File: config.mk
export PLATFORM = sky130hd
export DESIGN_NAME = ipc_signal_hub
export DESIGN_NICKNAME = d
export VERILOG_FILES = /design/src/rtl/ipc_pkg.sv /design/src/rtl/ipc_order_check.sv /design/src/rtl/ipc_pend_bank.sv /design/src/rtl/ipc_malf_alert.sv /design/src/rtl/ipc_signal_hub.sv
export SDC_FILE = /design/constraint.sdc
export NUM_CORES = 1
export LEC_CHECK = 0
export ABC_AREA = 1
export BUFFER_PORTS_ARGS = -buffer_cell sky130_fd_sc_hd__buf_2
export CORE_MARGIN = 4
export CORE_UTILIZATION = 49
export CTS_CLUSTER_SIZE = 12
export DETAILED_ROUTE_END_ITERATION = 10
export GPL_ROUTABILITY_DRIVEN = 0
export HOLD_SLACK_MARGIN = 0.03
export PLACE_DENSITY_LB_ADDON = 0.1
export REMOVE_ABC_BUFFERS = 1
export SYNTH_ARGS = -nofsm -noshare
export SYNTH_HDL_FRONTEND = slang
export SYNTH_SLANG_ARGS = --single-unit
export TNS_END_PERCENT = 50
File: constraint.sdc
create_clock -name clk -period 3.9 [get_ports clk]
set_input_delay 0.78 -clock clk [delete_from_list [all_inputs] [get_ports clk]]
set_output_delay 0.78 -clock clk [all_outputs]
set_load 0.03 [all_outputs]
File: src/rtl/ipc_pkg.sv
package ipc_pkg;
  localparam int NCPU  = 2;
  localparam int NTYPE = 6;
  localparam int CW    = 8;

  typedef enum logic [1:0] {
    ST_ACC    = 2'b00,
    ST_STORED = 2'b01,
    ST_BUSY   = 2'b10,
    ST_NOTOP  = 2'b11
  } stat_e;

  localparam logic [CW-1:0] OC_SENSE   = 8'h01;
  localparam logic [CW-1:0] OC_EXTCALL = 8'h02;
  localparam logic [CW-1:0] OC_EMERG   = 8'h03;
  localparam logic [CW-1:0] OC_STOP    = 8'h05;
  localparam logic [CW-1:0] OC_RESTART = 8'h06;
  localparam logic [CW-1:0] OC_INITRST = 8'h09;
  localparam logic [CW-1:0] OC_CPURST  = 8'h0A;
  localparam logic [CW-1:0] OC_IML     = 8'h0B;

  // pending vector bit positions
  localparam int T_EXT     = 0;
  localparam int T_EMERG   = 1;
  localparam int T_STOP    = 2;
  localparam int T_RESTART = 3;
  localparam int T_CPURST  = 4;
  localparam int T_INITRST = 5;

  function automatic logic [NTYPE-1:0] type_mask(input logic [CW-1:0] c);
    logic [NTYPE-1:0] m;
    m = '0;
    case (c)
      OC_EXTCALL: m[T_EXT]     = 1'b1;
      OC_EMERG:   m[T_EMERG]   = 1'b1;
      OC_STOP:    m[T_STOP]    = 1'b1;
      OC_RESTART: m[T_RESTART] = 1'b1;
      OC_CPURST:  m[T_CPURST]  = 1'b1;
      OC_INITRST: m[T_INITRST] = 1'b1;
      default:    m = '0;
    endcase
    return m;
  endfunction

  function automatic logic order_impl(input logic [CW-1:0] c, input logic xa);
    case (c)
      OC_SENSE, OC_EXTCALL, OC_EMERG, OC_STOP, OC_RESTART: return 1'b1;
      OC_CPURST, OC_INITRST: return xa;
      default: return 1'b0;
    endcase
  endfunction

  function automatic logic peer_of(input int idx);
    return (idx == 0) ? 1'b1 : 1'b0;
  endfunction
endpackage

File: src/rtl/ipc_order_check.sv
module ipc_order_check
  import ipc_pkg::*;
(
  input  logic [CW-1:0]    code_i,
  input  logic             mode_xa_i,
  output logic             impl_o,
  output logic [NTYPE-1:0] tmask_o
);
  assign impl_o  = order_impl(code_i, mode_xa_i);
  assign tmask_o = type_mask(code_i);
endmodule

File: src/rtl/ipc_pend_bank.sv
module ipc_pend_bank
  import ipc_pkg::*;
(
  input  logic             clk,
  input  logic             rst_n,
  input  logic [NTYPE-1:0] set_i,
  input  logic [NTYPE-1:0] ack_i,
  output logic [NTYPE-1:0] pend_o
);
  always_ff @(posedge clk) begin
    if (!rst_n) pend_o <= '0;
    else        pend_o <= (pend_o & ~ack_i) | set_i;
  end


  ack_clear_chk: assert property (@(posedge clk) disable iff (!rst_n)
    (|(pend_o & ack_i & ~set_i)) |=> ((pend_o & $past(pend_o & ack_i & ~set_i)) == '0));
endmodule

File: src/rtl/ipc_malf_alert.sv
module ipc_malf_alert (
  input  logic clk,
  input  logic rst_n,
  input  logic stop_i,
  input  logic mchk_i,
  input  logic ack_i,
  output logic alert_o
);
  logic stop_q;
  logic stop_evt;

  assign stop_evt = stop_i & ~stop_q & mchk_i;

  always_ff @(posedge clk) begin
    if (!rst_n) begin
      stop_q  <= 1'b0;
      alert_o <= 1'b0;
    end else begin
      stop_q <= stop_i;
      if (stop_evt)   alert_o <= 1'b1;
      else if (ack_i) alert_o <= 1'b0;
    end
  end


  malf_once_chk: assert property (@(posedge clk) disable iff (!rst_n)
    $rose(alert_o) |-> $past(stop_evt));

  malf_hold_chk: assert property (@(posedge clk) disable iff (!rst_n)
    (alert_o && !ack_i) |=> alert_o);
endmodule

File: src/rtl/ipc_signal_hub.sv
module ipc_signal_hub
  import ipc_pkg::*;
(
  input  logic             clk,
  input  logic             rst_n,
  input  logic             mode_xa,
  input  logic [1:0]       ord_vld,
  input  logic [7:0]       ord_code_p0,
  input  logic [7:0]       ord_code_p1,
  input  logic [5:0]       pend_ack_p0,
  input  logic [5:0]       pend_ack_p1,
  input  logic [1:0]       cpu_addr_req,
  input  logic [1:0]       clk_stopped,
  input  logic [1:0]       mchk_stop,
  input  logic [1:0]       malf_ack,
  output logic [1:0]       ord_done,
  output logic [1:0]       ord_stat_p0,
  output logic [1:0]       ord_stat_p1,
  output logic [1:0]       ord_inval,
  output logic [5:0]       pend_p0,
  output logic [5:0]       pend_p1,
  output logic [1:0]       cpu_addr_vld,
  output logic             cpu_addr_p0,
  output logic             cpu_addr_p1,
  output logic [1:0]       malf_alert,
  output logic [1:0]       ext_pend,
  output logic             ext_src_p0,
  output logic             ext_src_p1
);
  logic [NCPU-1:0][CW-1:0]    code_v;
  logic [NCPU-1:0][NTYPE-1:0] ack_v, pend_v, set_v;
  logic [NCPU-1:0][1:0]       stat_v;
  logic [NCPU-1:0]            addr_v, src_v;

  assign code_v[0] = ord_code_p0;
  assign code_v[1] = ord_code_p1;
  assign ack_v[0]  = pend_ack_p0;
  assign ack_v[1]  = pend_ack_p1;

  for (genvar i = 0; i < NCPU; i++) begin : g_cpu
    localparam int P = 1 - i;
    logic             impl_w;
    logic [NTYPE-1:0] tmask_w;
    logic             coll_w;
    stat_e            st_d, st_q;
    logic             inv_d, inv_q, done_q, addr_q;

    ipc_order_check u_chk (
      .code_i(code_v[i]), .mode_xa_i(mode_xa),
      .impl_o(impl_w), .tmask_o(tmask_w)
    );

    // processor 0 wins a same-cycle collision
    if (i == 0) begin : g_win
      assign coll_w = 1'b0;
    end else begin : g_lose
      assign coll_w = ord_vld[0];
    end

    always_comb begin
      inv_d = 1'b0;
      if (coll_w)                         st_d = ST_BUSY;
      else if (!impl_w) begin             st_d = ST_STORED; inv_d = 1'b1; end
      else if (clk_stopped[P])            st_d = ST_NOTOP;
      else if (|(tmask_w & pend_v[P]))    st_d = ST_BUSY;
      else                                st_d = ST_ACC;
    end

    assign set_v[P] = (ord_vld[i] && st_d == ST_ACC) ? tmask_w : '0;

    always_ff @(posedge clk) begin
      if (!rst_n) begin
        st_q   <= ST_ACC;
        inv_q  <= 1'b0;
        done_q <= 1'b0;
        addr_q <= 1'b0;
      end else begin
        st_q   <= ord_vld[i] ? st_d : ST_ACC;
        inv_q  <= ord_vld[i] & inv_d;
        done_q <= ord_vld[i];
        addr_q <= cpu_addr_req[i] ? 1'(i) : 1'b0;
      end
    end

    always_ff @(posedge clk) begin
      if (!rst_n) cpu_addr_vld[i] <= 1'b0;
      else        cpu_addr_vld[i] <= cpu_addr_req[i];
    end

    ipc_pend_bank u_pend (
      .clk(clk), .rst_n(rst_n), .set_i(set_v[i]),
      .ack_i(ack_v[i]), .pend_o(pend_v[i])
    );

    ipc_malf_alert u_malf (
      .clk(clk), .rst_n(rst_n), .stop_i(clk_stopped[P]),
      .mchk_i(mchk_stop[P]), .ack_i(malf_ack[i]), .alert_o(malf_alert[i])
    );

    assign stat_v[i]    = st_q;
    assign ord_done[i]  = done_q;
    assign ord_inval[i] = inv_q;
    assign addr_v[i]    = addr_q;
    assign ext_pend[i]  = malf_alert[i] | pend_v[i][T_EXT] | pend_v[i][T_EMERG];
    assign src_v[i]     = ext_pend[i] ? peer_of(i) : 1'b0;


    pend_src_chk: assert property (@(posedge clk) disable iff (!rst_n)
      (|(pend_v[P] & ~$past(pend_v[P]))) |-> (done_q && st_q == ST_ACC));

    addr_id_chk: assert property (@(posedge clk) disable iff (!rst_n)
      cpu_addr_req[i] |=> (cpu_addr_vld[i] && addr_v[i] == 1'(i)));

    iml_rej_chk: assert property (@(posedge clk) disable iff (!rst_n)
      (ord_vld[i] && !coll_w && code_v[i] == OC_IML) |=> (inv_q && st_q == ST_STORED));

    inval_stat_chk: assert property (@(posedge clk) disable iff (!rst_n)
      inv_q |-> (done_q && st_q == ST_STORED));
  end

  assign ord_stat_p0 = stat_v[0];
  assign ord_stat_p1 = stat_v[1];
  assign pend_p0     = pend_v[0];
  assign pend_p1     = pend_v[1];
  assign cpu_addr_p0 = addr_v[0];
  assign cpu_addr_p1 = addr_v[1];
  assign ext_src_p0  = src_v[0];
  assign ext_src_p1  = src_v[1];


  coll_busy_chk: assert property (@(posedge clk) disable iff (!rst_n)
    (ord_vld == 2'b11) |=> (ord_stat_p1 == ST_BUSY && !ord_inval[1]));
endmodule

==> impl_metrics.json, run 1 <==
{
  "ioPinCount": 71,
  "end_kind": "primary output",
  "min_path_type": "reg2reg",
  "crit_required_ps": 3120,
  "antenna_left": 0,
  "period_needed_ps": 1980,
  "yosysSeqAreaShare_pct": 36.0,
  "grt_antenna_before_repair": 0,
  "yosysTopAreaCell": "dfxtp_1",
  "syn_inst": 224,
  "io_buffers": 68,
  "hold_slack_ps": 488,
  "status": "finished clean",
  "avgSynthCellArea_um2": 6.45,
  "hold_buffers": 0,
  "dp_hpwl_um": 2590,
  "synthDominantCellAreaShare_pct": 36.0,
  "wire_per_inst_um": 10.0,
  "grt.total_usage_pct": 16.5,
  "post-cts-setup-buffer-count": 0,
  "finalHoldViolations": 0,
  "cts_root_buffer": "clkbuf_4",
  "crit_arrival_ps": 1200,
  "clk_pin_slew_ps": 150,
  "numCtsBuffers": 3,
  "netlist_area_mm2": 0.00144,
  "num_rows": 19,
  "grt_max_degree": 16,
  "clk_latency_ps": 320,
  "fin_ws_ps": 1920,
  "n_antenna_cell": 0,
  "fp.dieArea_mm2": 0.00388,
  "nNetsFinal": 328,
  "cts.htree.levels": 1,
  "route.vias.total": 1463,
  "cts_tree": "built",
  "dp_slack_ps": 1740,
  "finalSetupViolations": 0,
  "path_class": "reg2out",
  "cap_viol_max_count": 0,
  "grt_pass1_wl_um": 5440,
  "ys_types": 22,
  "rsz0062_at_grt": "false",
  "period_share_pct": 50.9,
  "fmax_mhz": 504,
  "initial_core_util_pct": 51.9,
  "drive_gt1_share_pct": 32.2,
  "synth-seq-cells": 26,
  "cts_buffer_depth": 2,
  "gr-total-overflow": 0,
  "crit_fanout": 3,
  "final_cell_mix": "68 x buf_2, 52 x nand2_1, 45 x inv_1",
  "finalMaxSlewViolations": 0,
  "grt_pass1_vias": 1383,
  "power.density_mw_per_mm2": 303,
  "synthToLayoutAreaGrowth_pct": 24.7,
  "totalWireLength_um": 3170,
  "die_w_um": 62.3,
  "tns_ps": 0,
  "layout_commonest_cell": "buf_2",
  "core_mm2": 0.00278,
  "viasPerCell": 4.62,
  "ys_warn_count": 0,
  "ys_top_cells_by_area": "dfxtp_1 36%, nand2_1 14%, inv_1 12%",
  "crit_path_start_kind": "flop",
  "cts_num_sinks": 26,
  "p_leak_nw": 1.08,
  "detailedRoute.firstIterationViolations": 36,
  "drtPass1Iterations": 4,
  "cts_resized": 0,
  "vdd_drop_max_v": 0.000303,
  "drc": 0,
  "die_h_um": 62.3,
  "finalClockSkew_ps": 8.77
}
## cells in the mapped netlist (all sizes together)
cell type / number
conb: 1
or3: 1
buf: 10
dfxtp: 26
nand3: 19
o21a: 1
o31ai: 2
nor2: 31
a21oi: 15
and3: 1
nand2: 56
nor3: 3
nand3b: 3
or2: 5
inv: 49
clkbuf: 1
## final timing paths
check,slack [ps],start,end,cells past startpoint
min reg2reg,490,g_cpu[1].u_pend.pend_o[2]$_SDFF_PN0_,g_cpu[1].u_pend.pend_o[2]$_SDFF_PN0_,2
min,490,g_cpu[1].u_pend.pend_o[2]$_SDFF_PN0_,g_cpu[1].u_pend.pend_o[2]$_SDFF_PN0_,2
max reg2reg,2570,g_cpu[0].u_pend.pend_o[5]$_SDFF_PN0_,g_cpu[0].u_pend.pend_o[4]$_SDFF_PN0_,7
max,1920,g_cpu[1].u_malf.alert_o$_SDFFE_PN0P_,ext_pend[1],2
## metal layers
metal / vias to the layer above / track usage (%) / part of all wire [%]
met5: - / 0 / 0
met3: 2 / 4.68 / 7.8
li1: 786 / - / -
met1: 634 / 18.8 / 41
met2: 41 / 29.9 / 51
met4: 0 / 3.98 / 0.54
## flip-flops by register name, summed over array words and instances, names as in the netlist
signal	flops
g_cpu.inv_q	2
cpu_addr_p1	1
ord_stat_p0	2
g_cpu.done_q	2
ord_stat_p1	2
g_cpu.u_pend.pend_o	12
g_cpu.u_malf.alert_o	2
g_cpu.u_malf.stop_q	2
cpu_addr_vld	1
## area by class of cell
cell class / instances / area [um^2]
Clock buffer: 3 / 22.5
Clock inverter: 1 / 30.0
Fill cell: 289 / 981
Inverter: 49 / 184
Multi-Input combinational cell: 139 / 664
Sequential cell: 26 / 520
Tap cell: 31 / 38.8
Timing Repair Buffer: 68 / 340
## kinds of logic after synthesis
family / after synthesis / synth area share, %
compound gates: 18 / 7.02
buf+inv: 60 / 18.2
flops: 26 / 36.0
other cells: 1 / 0.260
simple gates: 119 / 38.5
## per-stage QoR
step / utilization, % / cells / power, mW / cell area [um^2]
after detailed placement: 62.8 / 313 / 0.368 / 1750
after global placement: 62.8 / 313 / 0.367 / 1750
after floorplan: - / 214 / 0.331 / 1370
final: 64.7 / 317 / 0.546 / 1800
after global routing: 64.7 / 317 / 0.574 / 1800
after CTS: 64.7 / 317 / 0.554 / 1800
## report_power, final
part	internal, mW	total, mW	switching (mW)	leakage, nW
Clock	0.104	0.184	0.0804	0.0279
Sequential	0.273	0.274	0.00179	0.212
Combinational	0.0311	0.0875	0.0565	0.837
Total	0.408	0.546	0.139	1.08
## worst max-delay path, stage by stage (launching register included)
cell and delay [ps]:
dfxtp_1 350, or3_1 350, buf_2 180
No activity file was read; power rests on OpenSTA's default activity.
==> run 2, diff against run 1 <==
--- a/config.mk
+++ b/config.mk
@@ -8,7 +8,7 @@
 export ABC_AREA = 1
 export BUFFER_PORTS_ARGS = -buffer_cell sky130_fd_sc_hd__buf_2
 export CORE_MARGIN = 4
-export CORE_UTILIZATION = 49
+export CORE_UTILIZATION = 41
 export CTS_CLUSTER_SIZE = 12
 export DETAILED_ROUTE_END_ITERATION = 10
 export GPL_ROUTABILITY_DRIVEN = 0
==> constraint.sdc (replaced) <==
create_clock -name clk -period 1.75 [get_ports clk]
set_input_delay 0.35 -clock clk [delete_from_list [all_inputs] [get_ports clk]]
set_output_delay 0.35 -clock clk [all_outputs]
set_load 0.03 [all_outputs]
==> run 2 against run 1 <==
Non-clock buffer count did not move. Die area rose by 17%. Combinational power rose by 120%. Critical path type unchanged. Largest cell class unchanged.
==> impl_metrics.json, run 2 (same netlist as run 1, synthesis figures left out) <==
{
  "min-delay-start": "malf_ack[1]",
  "cts_tree": "built",
  "fmax_mhz": 647,
  "fin_total_pwr_mw": 1.22,
  "p_leak_nw": 1.08,
  "antenna_left": 0,
  "hold_depth": 2,
  "nNetsFinal": 328,
  "regToRegStartpoint": "g_cpu[0].u_pend.pend_o[5]$_SDFF_PN0_",
  "hold_buffers": 0,
  "ioPinCount": 71,
  "min_path_type": "in2reg",
  "end_kind": "primary output",
  "totalWireLength_um": 3260,
  "crit_path_start_kind": "flop",
  "grt_pass1_vias": 1258,
  "holdPathEnd": "g_cpu[1].u_malf.alert_o$_SDFFE_PN0P_",
  "finalMaxSlewViolations": 0,
  "io_buffers": 68,
  "reg2reg_to": "g_cpu[0].u_pend.pend_o[0]$_SDFF_PN0_",
  "tns_ps": 0,
  "regMostFlops": "g_cpu.u_pend.pend_o",
  "path_class": "reg2out",
  "clk_pin_slew_ps": 140,
  "num_rows": 21,
  "crit_fanout": 4,
  "highest_layer": "met4",
  "reg2reg_depth": 7,
  "grt_max_degree": 16,
  "largest_register_ffs": 12,
  "grt_antenna_before_repair": 0,
  "detailedRoute.firstIterationViolations": 25,
  "wl_met3_um": 163,
  "gr-total-overflow": 0,
  "crit_required_ps": 1400,
  "rsz0062_at_grt": "false",
  "grt.total_usage_pct": 14.6,
  "route.vias.total": 1428,
  "power.density_mw_per_mm2": 672,
  "wl_met2_um": 1620,
  "drive_gt1_share_pct": 32.2,
  "die_h_um": 67.3,
  "fin_ws_ps": 203,
  "dp_slack_ps": 38.8,
  "regToRegSetupSlack_ps": 430,
  "period_needed_ps": 1550,
  "finalSetupViolations": 0,
  "die_w_um": 67.3,
  "finalClockSkew_ps": 1.10,
  "viasPerCell": 4.30,
  "cts_root_buffer": "clkbuf_4",
  "cts_resized": 0,
  "cts_num_sinks": 26,
  "grt_pass1_wl_um": 5170,
  "drtPass1Iterations": 4,
  "period_share_pct": 88.4,
  "cap_viol_max_count": 0,
  "core_mm2": 0.00336,
  "final_util_pct": 54.1,
  "fp.dieArea_mm2": 0.00454,
  "status": "finished clean",
  "numCtsBuffers": 3,
  "cts_buffer_depth": 2,
  "crit_arrival_ps": 1200,
  "n_antenna_cell": 0,
  "wl_met1_um": 1460,
  "cts.htree.levels": 1,
  "clk_latency_ps": 320,
  "synthToLayoutAreaGrowth_pct": 26.0,
  "vdd_drop_max_v": 0.000337,
  "layout_commonest_cell": "buf_2",
  "finalHoldViolations": 0,
  "initial_core_util_pct": 42.9,
  "hold_slack_ps": 190,
  "final_cell_mix": "68 x buf_2, 52 x nand2_1, 45 x inv_1",
  "post-cts-setup-buffer-count": 0,
  "dp_hpwl_um": 2690,
  "wire_per_inst_um": 9.81,
  "drc": 0
}
run 2: cell counts in the layout (fill, tap and decap cells not counted):
No cell type changed its count.
run 2: layout make-up:
| class | count | area, um^2 |
|---|---|---|
| tap | 46 | 57.6 |
| inverter | 49 | 184 |
| fill | 376 | 1540 |
| clock buffer | 3 | 22.5 |
| sequential | 26 | 520 |
| clock inverter | 1 | 30.0 |
| multi-input combinational | 139 | 664 |
| timing repair buffer | 68 | 340 |
run 2: power breakdown:
| group | total (mW) | switching [mW] | internal [mW] |
|---|---|---|---|
| logic | 0.195 | 0.126 | 0.0694 |
| clock network | 0.416 | 0.184 | 0.231 |
| registers | 0.611 | 0.00385 | 0.608 |
| total | 1.22 | 0.314 | 0.908 |
run 2: worst max path at each step:
| stage | startpoint | to | cells after the start |
|---|---|---|---|
| finish | g_cpu[1].u_pend.pend_o[0]$_SDFF_PN0_ | ext_pend[1] | 2 |
| CTS | g_cpu[1].u_malf.alert_o$_SDFFE_PN0P_ | ext_pend[1] | 2 |
| global route | g_cpu[1].u_malf.alert_o$_SDFFE_PN0P_ | ext_pend[1] | 2 |
| global placement | ord_code_p1[6] | g_cpu[0].u_pend.pend_o[0]$_SDFF_PN0_ | 10 |
| floorplan | g_cpu[0].u_pend.pend_o[0]$_SDFF_PN0_ | ext_pend[0] | 2 |
| detailed placement | ord_code_p1[4] | g_cpu[0].u_pend.pend_o[0]$_SDFF_PN0_ | 10 |
run 2: per-stage QoR:
step                std cells  instance area (um^2)
finish                    332                  1820
global route              332                  1820
CTS                       332                  1820
detailed placement        328                  1770
global placement          328                  1770
floorplan                 214                  1370
run 2: critical path: stages, from the launching register on:
cell	delay [ps]
dfxtp_1	360
or3_1	340
buf_2	180
run 2: metal layers:
metal	up-vias	GRT usage, %
met4	0	5.06
met1	607	18.1
met3	2	2.16
met5	-	0
li1	786	-
met2	33	25.8
